===== src/rtl/cwf_pkg.sv =====
package cwf_pkg;
  localparam int WORD_W       = 32;
  localparam int DW_W         = 2 * WORD_W;
  localparam int DW_BYTE_BITS = 3;

  typedef enum logic {
    HALF_UPPER = 1'b0,
    HALF_LOWER = 1'b1
  } half_e;
endpackage


===== src/rtl/cwf_beat_order.sv =====
module cwf_beat_order
  import cwf_pkg::*;
#(
  parameter int ADDR_W   = 32,
  parameter int LINE_DWS = 4,
  localparam int IDX_W   = $clog2(LINE_DWS)
) (
  input  logic             clk,
  input  logic             rst,
  input  logic             req_valid,
  input  logic [ADDR_W-1:0] req_addr,
  input  logic             req_write,
  input  logic             req_narrow,
  input  logic             ack,
  output logic             busy,
  output logic [IDX_W-1:0] beat_dw,
  output logic             beat_half,
  output logic             beat_first,
  output logic             beat_last,
  output logic             cur_write,
  output logic             cur_narrow,
  output logic             rd_done
);
  localparam int CNT_W       = IDX_W + 1;
  localparam int LAST_WIDE   = LINE_DWS - 1;
  localparam int LAST_NARROW = 2 * LINE_DWS - 1;

  logic             busy_q, write_q, narrow_q, first_q, last_q, half_q, done_q;
  logic [CNT_W-1:0] cnt_q;
  logic [IDX_W-1:0] start_q, dw_q;

  logic [IDX_W-1:0] offset, step_nx, dw_nx;
  logic [CNT_W-1:0] cnt_nx;
  logic             half_nx, last_nx, accept, fire;

  always_comb begin
    offset  = req_addr[DW_BYTE_BITS +: IDX_W];
    accept  = req_valid & ~busy_q;
    fire    = busy_q & ack;
    cnt_nx  = cnt_q + 1'b1;
    step_nx = narrow_q ? cnt_nx[CNT_W-1:1] : cnt_nx[IDX_W-1:0];
    dw_nx   = start_q + step_nx;
    half_nx = narrow_q & cnt_nx[0];
    last_nx = narrow_q ? (cnt_nx == CNT_W'(LAST_NARROW))
                       : (cnt_nx == CNT_W'(LAST_WIDE));
  end

  always_ff @(posedge clk) begin
    if (rst) begin
      busy_q   <= 1'b0;
      write_q  <= 1'b0;
      narrow_q <= 1'b0;
      first_q  <= 1'b0;
      last_q   <= 1'b0;
      half_q   <= HALF_UPPER;
      done_q   <= 1'b0;
      cnt_q    <= '0;
      start_q  <= '0;
      dw_q     <= '0;
    end else begin
      done_q <= fire & last_q & ~write_q;
      if (accept) begin
        busy_q   <= 1'b1;
        write_q  <= req_write;
        narrow_q <= req_narrow;
        cnt_q    <= '0;
        start_q  <= req_write ? '0 : offset;
        dw_q     <= req_write ? '0 : offset;
        half_q   <= HALF_UPPER;
        first_q  <= 1'b1;
        last_q   <= 1'b0;
      end else if (fire) begin
        first_q <= 1'b0;
        if (last_q) begin
          busy_q <= 1'b0;
          last_q <= 1'b0;
        end else begin
          cnt_q  <= cnt_nx;
          dw_q   <= dw_nx;
          half_q <= half_nx;
          last_q <= last_nx;
        end
      end
    end
  end

  assign busy       = busy_q;
  assign beat_dw    = dw_q;
  assign beat_half  = half_q;
  assign beat_first = first_q;
  assign beat_last  = last_q;
  assign cur_write  = write_q;
  assign cur_narrow = narrow_q;
  assign rd_done    = done_q;

  // a write burst opens on double word zero
  a_r1_write_starts_zero: assert property (@(posedge clk) disable iff (rst)
    busy_q && first_q && write_q |-> dw_q == '0);

  // each completed double word is followed by the next one, modulo line size
  a_r2_ascending_wrap: assert property (@(posedge clk) disable iff (rst)
    busy_q && ack && !last_q && (!narrow_q || half_q)
      |=> busy_q && dw_q == IDX_W'($past(dw_q) + 1'b1));

  // wide bus never selects a lower half
  a_r3_wide_no_half: assert property (@(posedge clk) disable iff (rst)
    busy_q && !narrow_q |-> !half_q);

  // narrow bus sends upper then lower word of the same double word
  a_r4_upper_then_lower: assert property (@(posedge clk) disable iff (rst)
    busy_q && ack && narrow_q && !last_q && !half_q
      |=> half_q && $stable(dw_q));

  // no acknowledge, no movement
  a_r5_hold_without_ack: assert property (@(posedge clk) disable iff (rst)
    busy_q && !ack |=> busy_q && $stable(dw_q) && $stable(half_q) && $stable(last_q));

  // acknowledge on the final beat ends the burst
  a_r6_last_ends: assert property (@(posedge clk) disable iff (rst)
    busy_q && ack && last_q |=> !busy_q);

  // requests during a burst leave its mode alone
  a_r7_ignore_busy_req: assert property (@(posedge clk) disable iff (rst)
    busy_q && req_valid && !(ack && last_q)
      |=> busy_q && $stable(narrow_q) && $stable(write_q));
endmodule


===== src/rtl/cwf_lb_bank.sv =====
module cwf_lb_bank #(
  parameter int DEPTH = 4,
  parameter int WIDTH = 32,
  localparam int AW   = $clog2(DEPTH)
) (
  input  logic             clk,
  input  logic             we,
  input  logic [AW-1:0]    waddr,
  input  logic [WIDTH-1:0] wdata,
  input  logic [AW-1:0]    raddr,
  output logic [WIDTH-1:0] rdata
);
  logic [WIDTH-1:0] mem [DEPTH];

  always_ff @(posedge clk) begin
    if (we) mem[waddr] <= wdata;
    rdata <= mem[raddr];
  end
endmodule


===== src/rtl/cwf_line_store.sv =====
module cwf_line_store
  import cwf_pkg::*;
#(
  parameter int LINE_DWS = 4,
  localparam int IDX_W   = $clog2(LINE_DWS)
) (
  input  logic              clk,
  input  logic              rst,
  input  logic              wr_en,
  input  logic              wr_narrow,
  input  logic [IDX_W-1:0]  wr_dw,
  input  logic              wr_half,
  input  logic [DW_W-1:0]   wr_data,
  input  logic [IDX_W:0]    rd_slot,
  output logic [WORD_W-1:0] rd_word
);
  localparam int BANKS = 2;

  logic [WORD_W-1:0] bank_rd [BANKS];
  logic              sel_q;

  for (genvar b = 0; b < BANKS; b++) begin : g_bank
    logic              b_we;
    logic [WORD_W-1:0] b_wdata;

    always_comb begin
      b_we = wr_en & (~wr_narrow | (wr_half == 1'(b)));
      if (wr_narrow)
        b_wdata = wr_data[WORD_W-1:0];
      else if (b == 0)
        b_wdata = wr_data[DW_W-1:WORD_W];
      else
        b_wdata = wr_data[WORD_W-1:0];
    end

    cwf_lb_bank #(.DEPTH(LINE_DWS), .WIDTH(WORD_W)) u_bank (
      .clk   (clk),
      .we    (b_we),
      .waddr (wr_dw),
      .wdata (b_wdata),
      .raddr (rd_slot[IDX_W:1]),
      .rdata (bank_rd[b])
    );
  end

  always_ff @(posedge clk) begin
    if (rst) sel_q <= HALF_UPPER;
    else     sel_q <= rd_slot[0];
  end

  assign rd_word = sel_q ? bank_rd[1] : bank_rd[0];
endmodule


===== src/rtl/cwf_burst_seq.sv =====
module cwf_burst_seq
  import cwf_pkg::*;
#(
  parameter int ADDR_W   = 32,
  parameter int LINE_DWS = 4,
  localparam int IDX_W   = $clog2(LINE_DWS)
) (
  input  logic              clk,
  input  logic              rst,
  input  logic              req_valid,
  input  logic [ADDR_W-1:0] req_addr,
  input  logic              req_write,
  input  logic              req_narrow,
  input  logic              ack,
  input  logic [DW_W-1:0]   rd_data,
  input  logic [IDX_W:0]    lb_rd_slot,
  output logic              busy,
  output logic [IDX_W-1:0]  beat_dw,
  output logic              beat_half,
  output logic              beat_first,
  output logic              beat_last,
  output logic              line_valid,
  output logic [WORD_W-1:0] lb_rd_word
);
  logic cur_write, cur_narrow, rd_done, store_en;

  cwf_beat_order #(.ADDR_W(ADDR_W), .LINE_DWS(LINE_DWS)) u_order (
    .clk        (clk),
    .rst        (rst),
    .req_valid  (req_valid),
    .req_addr   (req_addr),
    .req_write  (req_write),
    .req_narrow (req_narrow),
    .ack        (ack),
    .busy       (busy),
    .beat_dw    (beat_dw),
    .beat_half  (beat_half),
    .beat_first (beat_first),
    .beat_last  (beat_last),
    .cur_write  (cur_write),
    .cur_narrow (cur_narrow),
    .rd_done    (rd_done)
  );

  assign store_en   = busy & ack & ~cur_write;
  assign line_valid = rd_done;

  cwf_line_store #(.LINE_DWS(LINE_DWS)) u_store (
    .clk       (clk),
    .rst       (rst),
    .wr_en     (store_en),
    .wr_narrow (cur_narrow),
    .wr_dw     (beat_dw),
    .wr_half   (beat_half),
    .wr_data   (rd_data),
    .rd_slot   (lb_rd_slot),
    .rd_word   (lb_rd_word)
  );

  // completion strobe lasts one cycle
  a_r9_single_pulse: assert property (@(posedge clk) disable iff (rst)
    line_valid |=> !line_valid);

  // a write burst never raises the completion strobe
  a_r9_no_pulse_on_write: assert property (@(posedge clk) disable iff (rst)
    busy && ack && beat_last && cur_write |=> !line_valid);

  // first-beat flag only while a burst runs
  a_r6_first_inside_burst: assert property (@(posedge clk) disable iff (rst)
    beat_first || beat_last |-> busy);
endmodule


===== config.mk =====
export PLATFORM = sky130hd
export DESIGN_NAME = cwf_burst_seq
export DESIGN_NICKNAME = d
export VERILOG_FILES = /design/src/rtl/cwf_pkg.sv /design/src/rtl/cwf_beat_order.sv /design/src/rtl/cwf_lb_bank.sv /design/src/rtl/cwf_line_store.sv /design/src/rtl/cwf_burst_seq.sv
export SDC_FILE = /design/constraint.sdc
export NUM_CORES = 1
export LEC_CHECK = 0
export ABC_AREA = 1
export BUFFER_PORTS_ARGS = -buffer_cell sky130_fd_sc_hd__buf_2
export CAP_MARGIN = 20
export CORE_ASPECT_RATIO = 0.6
export CORE_UTILIZATION = 51
export DETAILED_ROUTE_END_ITERATION = 12
export GPL_TIMING_DRIVEN = 0
export PLACE_DENSITY = 0.69
export SKIP_CTS_REPAIR_TIMING = 1
export SYNTH_ARGS = -nofsm -noshare
export SYNTH_HDL_FRONTEND = slang
export SYNTH_HIERARCHICAL = 1
export SYNTH_SLANG_ARGS = --single-unit

===== constraint.sdc =====
create_clock -name clk -period 6.25 [get_ports clk]
set_input_delay 0 -clock clk [delete_from_list [all_inputs] [get_ports clk]]
set_output_delay 0 -clock clk [all_outputs]
set_load 0.01 [all_outputs]

==> out/results.ini <==
[status]
status = complete, but fails checks
violations = hold timing

[detailed_routing]
wl_per_cell_microns = 16.40
routed-via-count = 9695
wl_mm = 32.79
drt_iter0_markers = 834
drc = 0
ant_nets = 0
via_per_inst = 4.850
firstDrtPassIters = 5

[timing]
setup_viol = 0
worstMarginPinSlew_ns = 1.006
hold_slack_ns = -0.02845
hold_viol = 21
fin_skew_ns = 0.01924
period_share_pct = 42.45
max_freq_ghz = 0.3769
slew_headroom_pct = 32.57
grt_setup_unrepaired = no
maxSlewViolCount = 0
fin_tns_setup_ns = 0
fin_crit_ns = 2.653

[floorplan]
ios = 144
die-height_microns = 129.6
die-area_sq_um = 27840
core_sq_um = 26530
floorplan.rows = 46
die_x_microns = 214.7
start_util_pct = 52.19

[power]
vdd_drop_max_mv = 0.1836
p_int_mw = 3.674
swShare_pct = 22.48
switchingPower_mw = 1.065
p_clk_share_pct = 38.6
power.density_nw_per_um2 = 282.2
power_mw = 4.740
pwr-share-comb_pct = 8.7
power_frac_seq_pct = 52.8
p_leak_nw = 7.825

[final_layout]
drive_above_1_share_pct = 15.99
layout.cells.non_filler = 1999
areaGrowthSynthToFinish_pct = 21.29
fill_cells = 2168
antenna_cells = 0
finalNetCount = 1725

[yosys]
netlist_area_sq_um = 13850
synth_most_common_cell = nand2_1
synth-seq-area-share_pct = 66.94
syn-num-nets = 1493
synth_cell_types = 27
yosys.area.top_type = edfxtp_1
async_flop_share_pct = 0
syn-instance-count = 1385
ys_warn_count = 6
synth_edf_count = 256
synth-main-ff-cell = edfxtp_1
netlist.area_leader.share_pct = 55.52
synthTopCellsByCount = nand2_1, inv_1, edfxtp_1, nand3_1, dfxtp_1
avgSynthCellArea_sq_um = 9.998
synth-seq-cells = 335
synthTopCellsByArea = edfxtp_1, dfxtp_1, nand2_1

[critical_path]
cp-end-kind = flip-flop
r2r-start = u_order/cur_narrow
crit_chain = buf_6 > buf_8 > a21oi_1 > inv_1 > nor3_2 > buf_6 > buf_8 > buf_6
worstRegToRegCells = 8
slowest_delay_ns = 0.66
start_kind = flip-flop
crit_slowest_cell = nor3_2
crit_family = buffers and inverters
arrival_ns = 2.91
r2r_slack_ns = 3.60
crit_path_frequent_cell = buf_6
r2r-end = u_store/g_bank[0].u_bank/mem[3][16]
crit_buf_inv = 6
required_ns = 6.51
worstSetupPathType = flip-flop to flip-flop
critical_path.max_fanout = 10

[run]
cap_violations = 0

[global_routing]
grt_pass1_wl_mm = 49.69
grt_pass1_vias = 8871
grt_util_all_layers_pct = 23.75
grt_max_degree = 17
overflow = 0
antenna_found_initial = 0

[min_path]
hold_path_class = input port to flip-flop
min_to = u_store/g_bank[0].u_bank/mem[2][12]
min_path_cells = 3
holdCritStartpoint = rd_data[44]

[clocking]
clock_path_buffers = 3
htreeDepth = 1
clk_latency_ns = 0.56
cts_tree = done
numCtsBuffers = 29
tritoncts_num_sinks = 335
cts_root_buf = clkbuf_16
cts.clk_slew.worst_paths_ns = 0.07

[place]
io_buffers = 112
hpwlAfterDp_mm = 22.44
placed_cells = 1882
gp_congestion = 0.7899

[flip-flops by register name, indices dropped and copies added, names as in the netlist, 2 cells and up]
signal	count
u_store/g_bank.u_bank/rdata	64
u_store/g_bank.u_bank/mem	256
u_order/start_q	2
u_order/cnt_q	3
u_order/beat_dw	2
[layout make-up]
type                            instances  area, sq um  share of cell area [%]
Buffer                                 54        452.9                   2.697
Multi-Input combinational cell        647         2851                   16.98
Sequential cell                       335         9269                   55.19
Inverter                              349         1314                   7.822
Clock buffer                           39        783.3                   4.664
Timing Repair Buffer                  201         1506                   8.970
Clock inverter                         14        167.7                  0.9983
Tap cell                              360        450.4                   2.682
[power groups by stage]
stage	Sequential, mW	Combinational, mW	Clock (mW)
finish	2.50	0.410	1.83
global route	2.51	0.453	1.94
CTS	2.50	0.380	1.86
detailed placement	2.55	0.377	0
global placement	2.55	0.356	0
floorplan	2.55	0.213	0
[worst register-to-register path, cell delays in order (launching register included)]
cell     delay [ns]
dfxtp_1        0.44
buf_6          0.23
buf_8          0.16
a21oi_1        0.12
inv_1          0.12
nor3_2         0.66
buf_6          0.26
buf_8          0.17
buf_6          0.18
[cell families after synthesis]
logic type | count (synthesis) | synth area share [%]
adders and majority gates | 3 | 0.2711
buffers and inverters | 403 | 12.76
AOI/OAI and AO/OA | 85 | 3.379
DFF | 335 | 66.94
and+or+nand+nor | 559 | 16.65
[cell usage in the layout, fill, tap and decap left out]
cell type / count
inv_2: 3
buf_12: 1
a21oi_1: 12
nand2_4: 2
inv_1: 344
o21ai_0: 55
o22ai_1: 1
clkinv_1: 2
o21ai_2: 9
clkbuf_1: 10
buf_8: 11
clkbuf_8: 2
nand2_2: 2
buf_2: 131
nor2_1: 5
clkbuf_16: 29
nand2_1: 404
o21ai_1: 5
a211oi_1: 3
dfxtp_1: 79
buf_4: 13
inv_4: 1
dlygate4sd3_1: 63
nor3_2: 8
nor4_1: 1
buf_6: 34
bufinv_16: 4
clkinv_2: 9
nor2_2: 3
edfxtp_1: 256
ha_1: 3
nand3_1: 134
[routing by layer]
layer  GRT usage, %  routed length, microns  up-vias  share of wire, %
li1               -                       -     4761                 -
met1          34.32                   14860     4551                45
met2          38.34                   14910      337                45
met3          3.404                    2378       46               7.3
met4          5.546                     634        0               1.9
met5              0                       0        -                 0
[metrics by stage]
stage | setup WS (ns) | hold slack [ns] | cell area [sq um] | util (%)
after floorplan | 2.733 | 0.06907 | 13850 | -
after global placement | 0.1049 | 0.2288 | 14860 | 56.00
after detailed placement | 3.617 | 0.2329 | 15200 | 57.30
after CTS | 3.579 | -0.3516 | 16150 | 60.88
after global routing | 3.514 | 0.0002892 | 16790 | 63.30
final | 3.597 | -0.02845 | 16790 | 63.30
[how the worst max path moves through the flow]
| stage | start | endpoint | slack (ns) | depth (start not counted) |
|---|---|---|---|---|
| after floorplan | u_order/cur_narrow | u_store/g_bank[1].u_bank/mem[1][0] | 2.73 | 5 |
| after global routing | u_order/cur_narrow | u_store/g_bank[0].u_bank/mem[3][19] | 3.51 | 8 |
| after CTS | u_order/cur_narrow | u_store/g_bank[1].u_bank/mem[1][17] | 3.58 | 7 |
| after detailed placement | u_order/cur_narrow | u_store/g_bank[1].u_bank/mem[1][17] | 3.62 | 7 |
| after global placement | u_order/cur_narrow | u_store/g_bank[1].u_bank/mem[1][16] | 0.10 | 5 |
| final | u_order/cur_narrow | u_store/g_bank[0].u_bank/mem[3][16] | 3.60 | 8 |
Note: power is estimated with default switching activity, not from simulation.
